==> src/rtl/iob_pkg.sv <==
package iob_pkg;

   localparam int WAIT_W = 4;

   typedef enum logic [1:0] {
      KIND_ANY  = 2'b00,
      KIND_RD   = 2'b01,
      KIND_WR   = 2'b10,
      KIND_BOTH = 2'b11
   } strobe_kind_e;

   typedef struct packed {
      logic [1:0]   wait_sel;
      strobe_kind_e kind;
      logic         wprot;
   } bank_ctrl_t;

   localparam int CTRL_W = $bits(bank_ctrl_t);

   function automatic logic [WAIT_W-1:0] wait_cycles(input logic [1:0] sel);
      return WAIT_W'((5'd2 << sel) - 5'd1);
   endfunction

endpackage

==> src/rtl/iob_regs.sv <==
module iob_regs
   import iob_pkg::*;
#(
   parameter int NBANK  = 8,
   parameter int SEL_W  = 4,
   parameter int DATA_W = 8
) (
   input  logic                          clk,
   input  logic                          rst_n,
   input  logic                          cfg_wr,
   input  logic [SEL_W-1:0]              cfg_sel,
   input  logic [DATA_W-1:0]             cfg_wdata,
   output bank_ctrl_t [NBANK-1:0]        ctrl_q,
   output logic [NBANK-1:0]              ddr_q,
   output logic [NBANK-1:0]              func_q,
   output logic [NBANK-1:0]              gdat_q
);

   localparam int SEL_DDR  = NBANK;
   localparam int SEL_FUNC = NBANK + 1;
   localparam int SEL_GDAT = NBANK + 2;

   for (genvar b = 0; b < NBANK; b++) begin : g_ctrl
      always_ff @(posedge clk or negedge rst_n) begin
         if (!rst_n) begin
            ctrl_q[b] <= '0;
         end else if (cfg_wr && cfg_sel == SEL_W'(b)) begin
            ctrl_q[b] <= bank_ctrl_t'(cfg_wdata[DATA_W-1 -: CTRL_W]);
         end
      end
   end

   always_ff @(posedge clk or negedge rst_n) begin
      if (!rst_n) begin
         ddr_q  <= '0;
         func_q <= '0;
         gdat_q <= '0;
      end else if (cfg_wr) begin
         if (cfg_sel == SEL_W'(SEL_DDR))  ddr_q  <= cfg_wdata[NBANK-1:0];
         if (cfg_sel == SEL_W'(SEL_FUNC)) func_q <= cfg_wdata[NBANK-1:0];
         if (cfg_sel == SEL_W'(SEL_GDAT)) gdat_q <= cfg_wdata[NBANK-1:0];
      end
   end

endmodule

==> src/rtl/iob_seq.sv <==
module iob_seq
   import iob_pkg::*;
#(
   parameter int NBANK  = 8,
   parameter int BANK_W = 3
) (
   input  logic               clk,
   input  logic               rst_n,
   input  logic               req_rd,
   input  logic               req_wr,
   input  logic [BANK_W-1:0]  bank,
   input  bank_ctrl_t         ctrl_cur,
   input  logic               pin_en_cur,
   output logic               ready,
   output logic [NBANK-1:0]   strobe_n,
   output logic               busy,
   output logic [BANK_W-1:0]  act_bank,
   output logic               act_en
);

   logic              match;
   logic              fire;
   logic [WAIT_W-1:0] cnt;

   always_comb begin
      unique case (ctrl_cur.kind)
         KIND_RD: match = req_rd;
         KIND_WR: match = req_wr;
         default: match = req_rd | req_wr;
      endcase
   end

   assign fire  = !busy && match && !(ctrl_cur.wprot && req_wr);
   assign ready = busy ? (cnt == WAIT_W'(1)) : !fire;

   always_ff @(posedge clk or negedge rst_n) begin
      if (!rst_n) begin
         busy     <= 1'b0;
         cnt      <= '0;
         act_bank <= '0;
         act_en   <= 1'b0;
      end else if (fire) begin
         busy     <= 1'b1;
         cnt      <= wait_cycles(ctrl_cur.wait_sel);
         act_bank <= bank;
         act_en   <= pin_en_cur;
      end else if (busy) begin
         if (cnt == WAIT_W'(1)) busy <= 1'b0;
         cnt <= cnt - WAIT_W'(1);
      end
   end

   for (genvar b = 0; b < NBANK; b++) begin : g_strobe
      assign strobe_n[b] = !((fire && bank == BANK_W'(b)) ||
                             (busy && act_bank == BANK_W'(b)));
   end

endmodule

==> src/rtl/iob_pinmux.sv <==
module iob_pinmux #(
   parameter int NBANK  = 8,
   parameter int BANK_W = 3
) (
   input  logic               busy,
   input  logic [BANK_W-1:0]  act_bank,
   input  logic               act_en,
   input  logic [NBANK-1:0]   strobe_n,
   input  logic [NBANK-1:0]   ddr_q,
   input  logic [NBANK-1:0]   func_q,
   input  logic [NBANK-1:0]   gdat_q,
   output logic [NBANK-1:0]   pin_out,
   output logic [NBANK-1:0]   pin_oe
);

   for (genvar i = 0; i < NBANK; i++) begin : g_pin
      logic held;
      logic en;
      assign held       = busy && act_bank == BANK_W'(i);
      assign en         = held ? act_en : (ddr_q[i] & func_q[i]);
      assign pin_out[i] = en ? strobe_n[i] : gdat_q[i];
      assign pin_oe[i]  = en | ddr_q[i];
   end

endmodule

==> src/rtl/iob_strobe_gen.sv <==
module iob_strobe_gen
   import iob_pkg::*;
#(
   parameter int ADDR_W = 16,
   parameter int BANK_W = 3,
   parameter int SUB_W  = 5,
   parameter int SEL_W  = 4,
   parameter int DATA_W = 8
) (
   input  logic                      clk,
   input  logic                      rst_n,
   input  logic [ADDR_W-1:0]         io_addr,
   input  logic                      io_rd,
   input  logic                      io_wr,
   output logic                      io_ready,
   output logic [SUB_W-1:0]          io_addr_lo,
   input  logic                      cfg_wr,
   input  logic [SEL_W-1:0]          cfg_sel,
   input  logic [DATA_W-1:0]         cfg_wdata,
   output logic [(1<<BANK_W)-1:0]    pin_out,
   output logic [(1<<BANK_W)-1:0]    pin_oe
);

   localparam int NBANK = 1 << BANK_W;

   if (ADDR_W < BANK_W + SUB_W) begin : g_bad_addr
      $fatal(1, "address too narrow for bank and sub-address fields");
   end
   if (DATA_W < NBANK || DATA_W < CTRL_W) begin : g_bad_data
      $fatal(1, "data width too narrow for configuration registers");
   end
   if ((1 << SEL_W) < NBANK + 3) begin : g_bad_sel
      $fatal(1, "select width cannot reach all configuration registers");
   end

   logic [BANK_W-1:0]      bank;
   bank_ctrl_t [NBANK-1:0] ctrl_q;
   bank_ctrl_t             ctrl_cur;
   logic [NBANK-1:0]       ddr_q, func_q, gdat_q;
   logic [NBANK-1:0]       strobe_n;
   logic                   busy;
   logic [BANK_W-1:0]      act_bank;
   logic                   act_en;
   logic                   unused_mid;

   assign bank       = io_addr[ADDR_W-1 -: BANK_W];
   assign io_addr_lo = io_addr[SUB_W-1:0];
   assign ctrl_cur   = ctrl_q[bank];
   assign unused_mid = ^io_addr[ADDR_W-BANK_W-1:SUB_W];

   iob_regs #(.NBANK(NBANK), .SEL_W(SEL_W), .DATA_W(DATA_W)) u_regs (
      .clk(clk), .rst_n(rst_n), .cfg_wr(cfg_wr), .cfg_sel(cfg_sel),
      .cfg_wdata(cfg_wdata), .ctrl_q(ctrl_q), .ddr_q(ddr_q),
      .func_q(func_q), .gdat_q(gdat_q)
   );

   iob_seq #(.NBANK(NBANK), .BANK_W(BANK_W)) u_seq (
      .clk(clk), .rst_n(rst_n), .req_rd(io_rd), .req_wr(io_wr),
      .bank(bank), .ctrl_cur(ctrl_cur),
      .pin_en_cur(ddr_q[bank] & func_q[bank]),
      .ready(io_ready), .strobe_n(strobe_n), .busy(busy),
      .act_bank(act_bank), .act_en(act_en)
   );

   iob_pinmux #(.NBANK(NBANK), .BANK_W(BANK_W)) u_pinmux (
      .busy(busy), .act_bank(act_bank), .act_en(act_en),
      .strobe_n(strobe_n), .ddr_q(ddr_q), .func_q(func_q),
      .gdat_q(gdat_q), .pin_out(pin_out), .pin_oe(pin_oe)
   );

endmodule

==> config.mk <==
export PLATFORM = sky130hd
export DESIGN_NAME = iob_strobe_gen
export DESIGN_NICKNAME = d
export VERILOG_FILES = /design/src/rtl/iob_pkg.sv /design/src/rtl/iob_regs.sv /design/src/rtl/iob_seq.sv /design/src/rtl/iob_pinmux.sv /design/src/rtl/iob_strobe_gen.sv
export SDC_FILE = /design/constraint.sdc
export NUM_CORES = 1
export LEC_CHECK = 0
export CAP_MARGIN = 0
export CORE_ASPECT_RATIO = 1.75
export CORE_MARGIN = 2
export CORE_UTILIZATION = 37
export CTS_BUF_LIST = sky130_fd_sc_hd__clkbuf_4 sky130_fd_sc_hd__clkbuf_8
export DETAILED_ROUTE_END_ITERATION = 10
export DONT_BUFFER_PORTS = 1
export GPL_ROUTABILITY_DRIVEN = 1
export PLACE_DENSITY = 0.47
export SLEW_MARGIN = 5
export SYNTH_ARGS = -nofsm -noshare
export SYNTH_HDL_FRONTEND = slang
export SYNTH_SLANG_ARGS = --single-unit
==> constraint.sdc <==
create_clock -name clk -period 3 [get_ports clk]
set_clock_uncertainty 0.1 [all_clocks]
set_input_delay 0.15 -clock clk [delete_from_list [all_inputs] [get_ports clk]]
set_output_delay 0.15 -clock clk [all_outputs]
set_load 0.1 [all_outputs]
After elaboration in Yosys (flattened, before gate mapping). Cells that the tools add are included. W data, S select, Z words.

Magnitude comparators: 1. $add $sub $neg: 2. Eq/ne operators: 27. Reduce and logical (&&, ||, !) cells: 53. Bitwise logic cells: 18. Multiplexer cells: 29. Shift-type cells: 1.

Operators by type and width (count): $logic_and A1 B1 Y1 (27); $eq A3 B3 Y1 const B (8); $mux W1 (22); $eq A4 B3 Y1 const B (4); $bmux W5 S3 (1); $eq A3 B2 Y1 const B (4); $eq A4 B4 Y1 const B (3); $logic_not A1 Y1 (11); $and A1 B1 Y1 (9); $or A1 B1 Y1 (9); $eq A4 B1 Y1 const B (2); $eq A4 B2 Y1 const B (2); $logic_or A1 B1 Y1 (8); $mux W4 (2); $sub A4 B1 Y4 const B (2); $bmux W1 S3 (2); $eq A3 B1 Y1 const B (2); $logic_not A3 Y1 (2); $reduce_and A2 Y1 (3); $mux W5 (1); $logic_not A4 Y1 (1); $lt A3 B4 Y1 const B (1); $shl A2 B2 Y4 const A (1); $eq A2 B1 Y1 const B (1); 3 further kinds (3).

Word-level logic and storage cells: 162. Input port bits: 33. Register bits: 73. Output and inout bits: 22.

Longest topological paths before layout. Gate-level depths: netlist (run 1).

Depth in word-level cells: 10. Gate-level depth with buffers: 12. Depth with buffers taken out: 9.

Hierarchy. A second synthesis (run 1) with hierarchy kept.

Cells, all modules: 308. Area total of the unflattened synthesis: 4015.1 um^2.

Modules (own cells, without submodules): iob_regs (sequential area each 1601.5 um^2, cells an instance 152, times used 1, area each 2456.1 um^2); iob_seq (sequential area each 225.2 um^2, cells an instance 66, times used 1, area each 639.4 um^2); iob_strobe_gen (sequential area each 0.0 um^2, cells an instance 39, times used 1, area each 483.0 um^2); iob_pinmux (sequential area each 0.0 um^2, cells an instance 51, times used 1, area each 436.7 um^2).

Worst setup path after synthesis (run 1). No wires, ideal clock.

Path type: in2out. Start point: in io_addr[13]. End point: out pin_out[0]. Cell stages on the path: 12. Data arrival time: 3600 ps. Path buffers: 3. Data required time: 2750 ps. Slack: -850 ps. Cells stage by stage: buf_6 > clkbuf_8 > mux4_2 > nand2_1 > and2_1 > inv_1 > ha_1 > o21ai_0 > a21oi_1 > o31a_1 > buf_6 > a41oi_1.

Word-level cells in the longest chain between the ends: 10. Elaborated cells on any way between the ends: 14. Classes of those cells: 2 x eq/ne; 4 x mux; 8 x reduce/logical.

Ends and longest elaborated chain: from (decl) (RTL line iob_strobe_gen.sv:12) `input logic [ADDR_W-1:0] io_addr,`; $bmux W5 S3 (RTL line iob_strobe_gen.sv:48) `assign ctrl_cur = ctrl_q[bank];`; $mux W5 (not written as such) (RTL line iob_strobe_gen.sv:48); $eq A2 B2 Y1 or $eq A2 B1 Y1 (tied branches) (RTL line iob_seq.sv:26) `unique case (ctrl_cur.kind)`; $pmux W1 S2 (RTL line iob_seq.sv:26); $logic_and A1 B1 Y1 (2 in a row) (RTL line iob_seq.sv:33) `assign fire = !busy && match && !(ctrl_cur.wprot && req_wr);`; $logic_and A1 B1 Y1 * (RTL line iob_seq.sv:54) `assign strobe_n[b] = !((fire && bank == BANK_W'(b)) ||`; $logic_or A1 B1 Y1 * (RTL line iob_seq.sv:54); $logic_not A1 Y1 * (RTL line iob_seq.sv:54); $mux W1 * (RTL line iob_pinmux.sv:21) `assign pin_out[i] = en ? strobe_n[i] : gdat_q[i];`; to (decl) (RTL line iob_strobe_gen.sv:20) `output logic [(1<<BANK_W)-1:0] pin_out,`.

Mark *: on every way between the ends. The rest lies on a longest branch, timed or not. The select of a mux whose other input is x is not followed.

Worst setup path after layout (run 1).
Start point: reg u_regs.ctrl_q[37] (netlist name). End point: out pin_out[0].

Word-level cells in the longest chain between the ends: 10. Elaborated cells on any way between the ends: 11. Classes of those cells: 2 x eq/ne; 4 x mux; 5 x reduce/logical.

Ends and longest elaborated chain (RTL line): $bmux W5 S3 * (iob_strobe_gen.sv:48); $mux W5 (not written as such) * (iob_strobe_gen.sv:48); $eq A2 B2 Y1 or $eq A2 B1 Y1 (tied branches) (iob_seq.sv:26); $pmux W1 S2 * (iob_seq.sv:26); $logic_and A1 B1 Y1 * (2 in a row) (iob_seq.sv:33); $logic_and A1 B1 Y1 * (iob_seq.sv:54); $logic_or A1 B1 Y1 * (iob_seq.sv:54); $logic_not A1 Y1 * (iob_seq.sv:54); $mux W1 * (iob_pinmux.sv:21).

Marks and branches as above.

==> results of run 1 <==
==> flip-flops by register name, summed over array words and instances (netlist names) <==
signal and cells:
u_regs.func_q 8, u_seq.act_bank 3, u_seq.busy 1, u_regs.ctrl_q 40, u_seq.act_en 1, u_regs.gdat_q 8
u_seq.cnt 4, u_regs.ddr_q 8
==> synthesized netlist by cell type (all sizes together) <==
library cell,instances,area share
nor3b,5,0.0098
or2,2,0.0033
ha,4,0.013
clkbuf,11,0.019
o31a,1,0.0023
nor4b,1,0.0023
nand4,2,0.0033
o31ai,2,0.0088
nand3b,2,0.0039
o21bai,2,0.0039
xnor2,3,0.0068
mux2i,4,0.010
o22ai,2,0.0033
a21boi,2,0.0039
a21oi,10,0.013
inv,8,0.0078
and3,3,0.0052
a211oi,2,0.0065
o21ai,4,0.0052
dfrtp,73,0.48
mux2,72,0.21
buf,10,0.023
a41oi,2,0.0046
nor2b,3,0.0049
nand3,1,0.0013
nor4,2,0.0033
or3,1,0.0016
a31oi,5,0.0081
nand2,26,0.025
and2,3,0.0049
mux4,11,0.067
nor2,15,0.015
nand2b,11,0.018
==> metrics by stage <==
step           worst slack (ps)    util  setup TNS (ps)  hold WS (ps)  std cells
3_5_place_dp              290.6  0.4075               0        -243.6        428
3_3_place_gp              302.6  0.4075               0        -244.0        428
4_1_cts                  -6.060  0.4395          -6.060         9.180        455
5_1_grt                  -50.87  0.4421          -216.3         31.31        456
2_1_floorplan            -58.80       -          -129.5        -245.6        305
6_report                  52.94  0.4421               0         19.43        456
==> how the worst max path moves through the flow <==
stage | slack [ps] | depth (start not counted) | to | start
after floorplan | -60 | 12 | pin_out[0] | io_addr[13]
after global placement | 300 | 11 | pin_out[4] | u_regs.ctrl_q[6]
final | 50 | 11 | pin_out[0] | u_regs.ctrl_q[37]
after CTS | -6 | 11 | pin_out[0] | u_regs.ctrl_q[32]
after global routing | -50 | 11 | pin_out[3] | u_regs.ctrl_q[17]
after detailed placement | 290 | 11 | pin_out[0] | u_regs.ctrl_q[32]
==> logic make-up after synthesis <==
kind of cell | count (synthesis) | synth area share
mux | 87 | 0.2928
simple gates | 77 | 0.1023
flops | 73 | 0.4756
compound gates | 32 | 0.05961
buf+inv | 29 | 0.04984
fa+ha+maj | 4 | 0.01303
xor+xnor | 3 | 0.006842
==> routing by layer <==
metal  vias up  part of all wire
li1       1139                 -
met1      1259              0.37
met2        46              0.57
met3        15             0.032
met4         0             0.025
met5         -                 0
==> power groups by stage <==
stage	logic [uW]	registers [uW]	clock network (uW)
2_1_floorplan	1450	1370	0
3_3_place_gp	1730	1450	0
3_5_place_dp	1750	1460	0
4_1_cts	1830	1440	689
5_1_grt	1940	1480	738
6_report	1830	1440	664
==> critical path, delay by kind of cell, from the launching register on <==
kind / cells / cell delay, ps
simple gates: 2 / 260
fa+ha+maj: 1 / 260
mux: 1 / 470
buf+inv: 3 / 430
flops: 1 / 380
compound gates: 4 / 530
==> cells in the final DEF, fill, tap and decap left out, types with 2 or more instances in the layout <==
cell type      count
buf_12             8
a211oi_4           2
a21oi_1            7
clkbuf_8          10
nand2_1           26
nand3b_1           2
clkbuf_4           2
mux2i_1            4
inv_1              7
o21bai_2           2
and2_4             2
mux4_2             8
o21ai_0            2
ha_1               3
nand4_1            2
nor2b_1            3
dfrtp_1           73
mux2_2            67
nand2b_1          11
nor2_1            14
o22ai_1            2
a31oi_1            4
nor3b_1            5
buf_4              9
dlygate4sd3_1     12
or2_2              2
and3_1             2
xnor2_1            3
a21oi_2            3
mux2_4             4
a21boi_2           2
o21ai_2            2
mux4_1             3
nor4_1             2
==> timing repair <==
item / CTS / global route
gates resized for setup: 4 / 4
hold buffers: 13 / 0
hold endpoints to repair: 141 / 0
endpoints found under the setup margin: 6 / 7
gates cloned: 0 / 0
buffers inserted: 1 / 1
pin swaps: 2 / 0
==> cell type report <==
cell class / instances / share of cell area
Clock inverter: 1 / 0.001112
Inverter: 8 / 0.007230
Sequential cell: 73 / 0.4060
Timing Repair Buffer: 32 / 0.08927
Tap cell: 127 / 0.03532
Multi-Input combinational cell: 203 / 0.4271
Clock buffer: 12 / 0.03393
==> reports/results.tsv, run 1 <==
metric	value	unit
status	completed	
multi_input_comb_area	1922	um^2
grt_pass1_vias	2637	
cts_buffers	9	
ir_worst_vdd	0.0004097	V
grt_max_degree	74	
cts_htree_levels	3	
p_leak	0.001918	uW
num_vias	2459	
switching_share	0.4126	
fp.coreArea	10180	um^2
clkTransAtPathRegs	70	ps
endpoint_kind	output port	
holdPathStages	3	
tightest_slew	966.5	ps
hold_violations	0	
final_net_count	364	
place_area	4148	um^2
rr_worst_depth	10	
fp.dieW	81.02	um
path_cells	mux4_2 -> nand2_1 -> and2_4 -> inv_4 -> ha_4 -> o21ai_2 -> a21oi_2 -> o31a_1 -> buf_12 -> a41oi_4 -> buf_8	
ios	55	
met3_usage	0.03906	
grt_overflow	0	
setup_viol	0	
combPwrFrac	0.465	
p_seq_frac	0.366	
dieArea	11240	um^2
insertion_delay	350	ps
synth_warnings	0	
area_growth	17.13	%
hpwl	6702	um
grt_setup_unrepaired	true	
num_rows	49	
worstHoldEndpoint	u_seq.busy	
grt_pass1_wl	14710	um
maxCapViolCount	0	
cts_root_buf	clkbuf_8	
ant_nets	0	
totalPowerFinal	3936	uW
n_antenna_cell	0	
wl	9308	um
p_int	2312	uW
max_freq	0.3393	GHz
synth-seq-cells	73	
synthCells	305	
cts_tree	done	
vias_per_cell	5.393	
syn_area	3841	um^2
cp.arrival	2700	ps
p_sw	1624	uW
layout-drive-gt1-share	0.4134	
crit_type	flop to output port	
drtIter0Drc	44	
drtPass1Iterations	4	
start_kind	flop	
powerDensity	874.9	nW/um^2
hp-class	input port to flop	
drv_slew	0	
worstReg2RegStart	u_regs.ctrl_q[37]	
ff_latch_area	1827	um^2
io_buffer_count	0	
drc	0	
syn_avg_cell_area	12.59	um^2
grt.total_usage	0.1808	
syn_nets	342	
period_share	0.9824	
crit_required	2750	ps
initial_utilization	0.3774	
cts.sinks	73	
yosysSeqAreaShare	0.4756	
slew_headroom	0.3533	
cts_buffer_depth	2	
worst_path_max_delay_cell	mux4_2	
min-delay-start	io_wr	
wl_per_cell	20.41	um
r2r_setup_slack	470	ps
slowest_delay	470	ps
power_frac_clock	0.169	
antenna_found_initial	0	
gp_congestion	0.8105	
synth_cell_types	41	
fp.dieH	138.8	um
final.min_clock_period	2947	ps
r2r_end	u_seq.act_en	
top_usage_layer	met2	
use_met2	0.3271	
grt_use_met1	0.1943	
crit_fanout	11	
nFillCells	991	
fin_area	4499	um^2
Power figures use the tool's default switching activity.
==> run 2, diff against run 1 <==
--- a/config.mk
+++ b/config.mk
@@ -9,12 +9,12 @@
 export CORE_ASPECT_RATIO = 1.75
 export CORE_MARGIN = 2
 export CORE_UTILIZATION = 37
-export CTS_BUF_LIST = sky130_fd_sc_hd__clkbuf_4 sky130_fd_sc_hd__clkbuf_8
 export DETAILED_ROUTE_END_ITERATION = 10
 export DONT_BUFFER_PORTS = 1
 export GPL_ROUTABILITY_DRIVEN = 1
-export PLACE_DENSITY = 0.47
+export PLACE_DENSITY = 0.52
 export SLEW_MARGIN = 5
 export SYNTH_ARGS = -nofsm -noshare
 export SYNTH_HDL_FRONTEND = slang
+export SYNTH_HIERARCHICAL = 1
 export SYNTH_SLANG_ARGS = --single-unit
==> run 2 against run 1 <==
  * Maximum frequency down 5.9%
  * Critical path depth down 2
  * Worst hold slack better by 33 ps
  * Global-route usage down 0.50 points
  * Clock power up 63%
  * The flow now finishes with violations (negative setup slack)
  * Power up 18%
  * Register-to-register slack worse by 340 ps
  * Synthesized cell count up 0.98%
  * Flip-flop and latch count unchanged
  * Setup slack worse by 180 ps
==> reports/results.tsv, run 2 <==
metric	value	unit
p_leak	0.002019	uW
p_sw	1878	uW
start_kind	flop	
initial_utilization	0.3775	
ant_nets	0	
combPwrFrac	0.434	
ir_worst_vdd	0.0004767	V
slew_headroom	0.4481	
ys_top_cells_by_area	dfrtp_1 45%, mux2_2 21%, mux4_1 6.5%	
grt_overflow	0	
tightest_slew	827.9	ps
ys.flop_type	dfrtp_1	
endpoint_kind	output port	
failed_checks	negative setup slack	
cts_tree	done	
synth_common_cells	75 x mux2_2, 73 x dfrtp_1, 18 x nand2_1	
switching_share	0.4033	
cts_buffers	9	
vias_per_cell	5.615	
syn_area	4015	um^2
layout-drive-gt1-share	0.4458	
clkTransAtPathRegs	50	ps
p_seq_frac	0.335	
holdPathStages	2	
async_flop_share	1.000	
hpwl	6603	um
ios	55	
synth_top_area_share	0.4550	
drv_slew	0	
cts_buffer_depth	2	
crit_type	flop to output port	
cts.sinks	73	
hold_ws	52.28	ps
layout_common_cells	73 x mux2_2, 73 x dfrtp_1, 18 x nand2_1	
top_register	u_regs/ctrl_q	
nFillCells	986	
postLayoutCoreUtil	0.4499	
final_net_count	364	
num_rows	50	
crit_fanout	8	
grt.total_usage	0.1758	
dieArea	11730	um^2
drc	0	
period_share	1.044	
yosysMostFrequentCell	mux2_2	
synth_warnings	6	
syn_nets	345	
cp.arrival	2880	ps
power_frac_clock	0.231	
p_int	2778	uW
grt_pass1_vias	2659	
synth-seq-cells	73	
drtPass1Iterations	4	
num_vias	2594	
fp.coreArea	10640	um^2
rr_worst_depth	10	
fp.dieH	141.8	um
yosysSeqAreaShare	0.4550	
fp.dieW	82.75	um
wl	9641	um
crit_required	2750	ps
synth_edf_count	0	
synthCells	308	
postLayoutSetupSlackWorst	-131.8	ps
hp-class	input port to flop	
setup_viol	9	
cts_htree_levels	3	
status	complete, but fails checks	
grt_pass1_wl	14810	um
drtIter0Drc	105	
synth_cell_types	55	
yosys.area.top_type	dfrtp_1	
area_growth	19.16	%
final.min_clock_period	3132	ps
largest_reg_flops	40	
insertion_delay	330	ps
grt_setup_unrepaired	true	
hold_violations	0	
gp_congestion	0.7343	
antenna_found_initial	0	
cts_root_buf	clkbuf_16	
wl_per_cell	20.87	um
io_buffer_count	0	
grt_max_degree	74	
max_freq	0.3193	GHz
maxCapViolCount	0	
powerDensity	973.2	nW/um^2
syn_avg_cell_area	13.04	um^2
n_antenna_cell	0	
run 2: routing by layer:
| metal | wire [um] | vias up | global-route usage |
|---|---|---|---|
| met5 | 0 | - | 0 |
| met4 | 147 | 0 | 0.06903 |
| met3 | 291 | 14 | 0.03562 |
| met2 | 5280 | 50 | 0.3111 |
| met1 | 3922 | 1351 | 0.2015 |
| li1 | - | 1179 | - |
run 2: worst max-delay path, cell delays in order (launching register included):
cell and delay, ps:
dfrtp_1 380, mux4_2 470, mux2_4 310, ha_4 300
o21ai_4 60, a221oi_4 280, buf_12 170, buf_6 100
a31oi_1 70, mux2_4 400
run 2: repair_timing:
item,4_1_cts,5_1_grt
setup buffers,1,4
hold buffers,13,0
gates resized for setup,13,10
hold endpoints to repair,140,0
pin swaps,5,3
setup endpoints to repair,9,9
run 2: final cells by class:
class | instances | area, um^2 | share of cell area
timing repair buffer | 30 | 324.1 | 0.06773
clock buffer | 15 | 307.8 | 0.06433
clock inverter | 1 | 5.005 | 0.001046
tap | 130 | 162.7 | 0.03400
sequential | 73 | 1827 | 0.3818
inverter | 6 | 25.02 | 0.005230
multi-input combinational | 207 | 2133 | 0.4459
run 2: logic make-up after synthesis:
| kind of cell | Yosys count | share of synthesized area |
|---|---|---|
| XOR/XNOR | 3 | 0.006545 |
| AND/OR/NAND/NOR | 73 | 0.1172 |
| multiplexers | 95 | 0.3041 |
| adder cells (fa/ha/maj) | 4 | 0.01247 |
| AO/OA/AOI/OAI | 32 | 0.06077 |
| buffers and inverters | 28 | 0.04394 |
| flip-flops | 73 | 0.4550 |
run 2: power by group through the flow:
| stage | clock, uW | sequential, uW | combinational [uW] |
|---|---|---|---|
| final | 1080 | 1560 | 2020 |
| after global routing | 1160 | 1600 | 2120 |
| after CTS | 1110 | 1550 | 1950 |
| after detailed placement | 0 | 1570 | 1820 |
| after global placement | 0 | 1560 | 1800 |
| after floorplan | 0 | 1400 | 1680 |
run 2: worst paths after layout:
check	slack, ps	startpoint	to
worst max register to register	130	u_regs/ctrl_q[2]	u_seq/cnt[2]
worst min register to register	400	u_regs/ctrl_q[24]	u_regs/ctrl_q[24]
worst min-delay path	50	io_addr[15]	u_seq/cnt[2]
worst max-delay path	-130	u_regs/ctrl_q[2]	pin_out[3]
min in group asynchronous	250	rst_n	u_regs/ctrl_q[36]
max in group asynchronous	2240	rst_n	u_seq/cnt[0]
run 2: stage by stage:
stage	worst slack [ps]	setup TNS [ps]	cells	power, uW	instance area, um^2
final	-131.8	-735.1	462	4656	4785
after global placement	33.87	0	429	3354	4195
after detailed placement	9.209	0	429	3392	4195
after floorplan	-77.85	-77.85	308	3086	4041
after global routing	-222.2	-1506	462	4885	4785
after CTS	-172.8	-895.4	459	4617	4728
==> run 3, diff against run 2 <==
--- a/config.mk
+++ b/config.mk
@@ -6,7 +6,6 @@
 export NUM_CORES = 1
 export LEC_CHECK = 0
 export CAP_MARGIN = 0
-export CORE_ASPECT_RATIO = 1.75
 export CORE_MARGIN = 2
 export CORE_UTILIZATION = 37
 export DETAILED_ROUTE_END_ITERATION = 10
==> run 3 against run 2 <==
  * Largest cell class unchanged
  * Worst hold slack got worse by 11 ps
  * Cell count up 2.2%
  * The flow still finishes with violations (negative setup slack)
  * Power shrank 7.2%
  * Setup slack improved by 6.0 ps
  * Highest routed layer unchanged
  * Sequential power barely moved
  * Clock-buffer cell count fell by 1
  * Wire length down 2.6%
  * Die area shrank 0.28%
  * Critical path type unchanged
  * Non-clock buffer count unchanged
  * Utilization down 1.3 points
==> reports/results.tsv, run 3 (same netlist as run 2, synthesis figures left out) <==
metric	value	unit
n_antenna_cell	0	
status	complete, but fails checks	
area_growth	16.48	%
num_rows	38	
fp.coreArea	10700	um^2
drc	0	
wl	9395	um
io_buffer_count	0	
pre_cts_slack	28.53	ps
max_freq	0.3199	GHz
final_cell_count_no_fill	472	
crit_required	2750	ps
cts_tree	done	
dieArea	11700	um^2
cts_buffer_depth	2	
place_inst	437	
hold_violations	0	
wl_per_cell	19.90	um
clkTransAtPathRegs	70	ps
top_register	u_regs/ctrl_q	
cts_root_buf	clkbuf_8	
cts_buffers	9	
slew_headroom	0.4702	
largest_reg_flops	40	
r2r_setup_slack	260	ps
totalPowerFinal	4322	uW
postLayoutSetupSlackWorst	-125.8	ps
grt_setup_unrepaired	true	
start_kind	flop	
insertion_delay	340	ps
endpoint_kind	output port	
fp.dieH	108.2	um
tightest_slew	794.6	ps
cts_htree_levels	3	
fp.dieW	108.2	um
powerDensity	924.1	nW/um^2
setup_viol	8	
gp_congestion	0.7152	
drtIter0Drc	128	
grt_pass1_vias	2662	
grt_overflow	0	
holdPathStages	2	
antenna_found_initial	0	
failed_checks	negative setup slack	
vias_per_cell	5.441	
p_leak	0.001976	uW
grt_max_degree	74	
cp.arrival	2880	ps
drv_slew	0	
ant_nets	0	
cts.sinks	73	
layout-drive-gt1-share	0.4307	
layout_common_cells	73 x mux2_2, 73 x dfrtp_1, 18 x nand2_1	
crit_type	flop to output port	
rr_worst_depth	9	
crit_fanout	7	
hpwl	6014	um
initial_utilization	0.3753	
grt_pass1_wl	14930	um
num_vias	2568	
ir_worst_vdd	0.0004607	V
maxCapViolCount	0	
final_net_count	364	
period_share	1.042	
final.min_clock_period	3126	ps
ios	55	
grt.total_usage	0.1730	
drtPass1Iterations	4	
hp-class	input port to flop	
-- run 3: cell types whose count changed in the layout (fill, tap and decap cells not counted), sizes merged --
cell | previous run | this run
bufinv | 0 | 1
clkbuf | 15 | 14
-- run 3: through the flow --
stage,utilization,cell area (um^2),hold slack (ps),setup TNS (ps)
after floorplan,-,4041,-245.6,-77.85
after global placement,0.3931,4205,-243.8,0
after detailed placement,0.3931,4205,-243.5,0
after CTS,0.4368,4673,29.52,-1550
after global routing,0.4372,4677,32.32,-1710
final,0.4372,4677,41.16,-817.9
-- run 3: power breakdown --
group	leakage (uW)	total, uW	switching (uW)	internal [uW]
registers	0.000892	1540	302	1240
logic	0.000977	1980	1160	815
clock network	0.000107	802	350	452
total	0.00198	4320	1810	2510
-- run 3: routing by layer --
layer / routed length, um / share of wire / GRT usage / vias up
met1: 4314 / 0.46 / 0.2257 / 1326
li1: - / - / - / 1185
met2: 4649 / 0.49 / 0.2898 / 48
met5: 0 / 0 / 0 / -
met3: 303 / 0.032 / 0.03376 / 9
met4: 127 / 0.014 / 0.05586 / 0
-- run 3: path summary, 6_finish.rpt --
kind                                          end              from
worst max-delay path                   pin_out[5]  u_regs/ctrl_q[2]
worst min-delay path                 u_seq/cnt[2]       io_addr[15]
worst max register to register       u_seq/cnt[2]  u_regs/ctrl_q[2]
worst min register to register   u_regs/ctrl_q[6]  u_regs/ctrl_q[6]
max in group asynchronous       u_regs/ctrl_q[17]             rst_n
min in group asynchronous            u_seq/cnt[0]             rst_n
-- run 3: cell type report --
cell class / instances / area [um^2]
fill: 1011 / 6021
multi-input combinational: 207 / 2137
sequential: 73 / 1827
timing repair buffer: 30 / 307.8
tap: 140 / 175.2
clock buffer: 14 / 172.7
clock inverter: 2 / 35.03
inverter: 6 / 22.52
-- run 3: timing repair --
item,4_1_cts,5_1_grt
pin swaps,4,3
setup buffers,3,4
setup endpoints to repair,9,9
gates resized for setup,14,4
hold endpoints to repair,140,0
hold buffers,13,0
gates cloned,1,0
-- run 3: critical path: stages (launching register included) --
cell and delay (ps):
dfrtp_1 390, mux4_2 470, mux2_4 310, ha_4 300, o21ai_4 60, a221oi_4 290
buf_6 190, a2bb2oi_2 60, mux2_4 290, buf_12 170
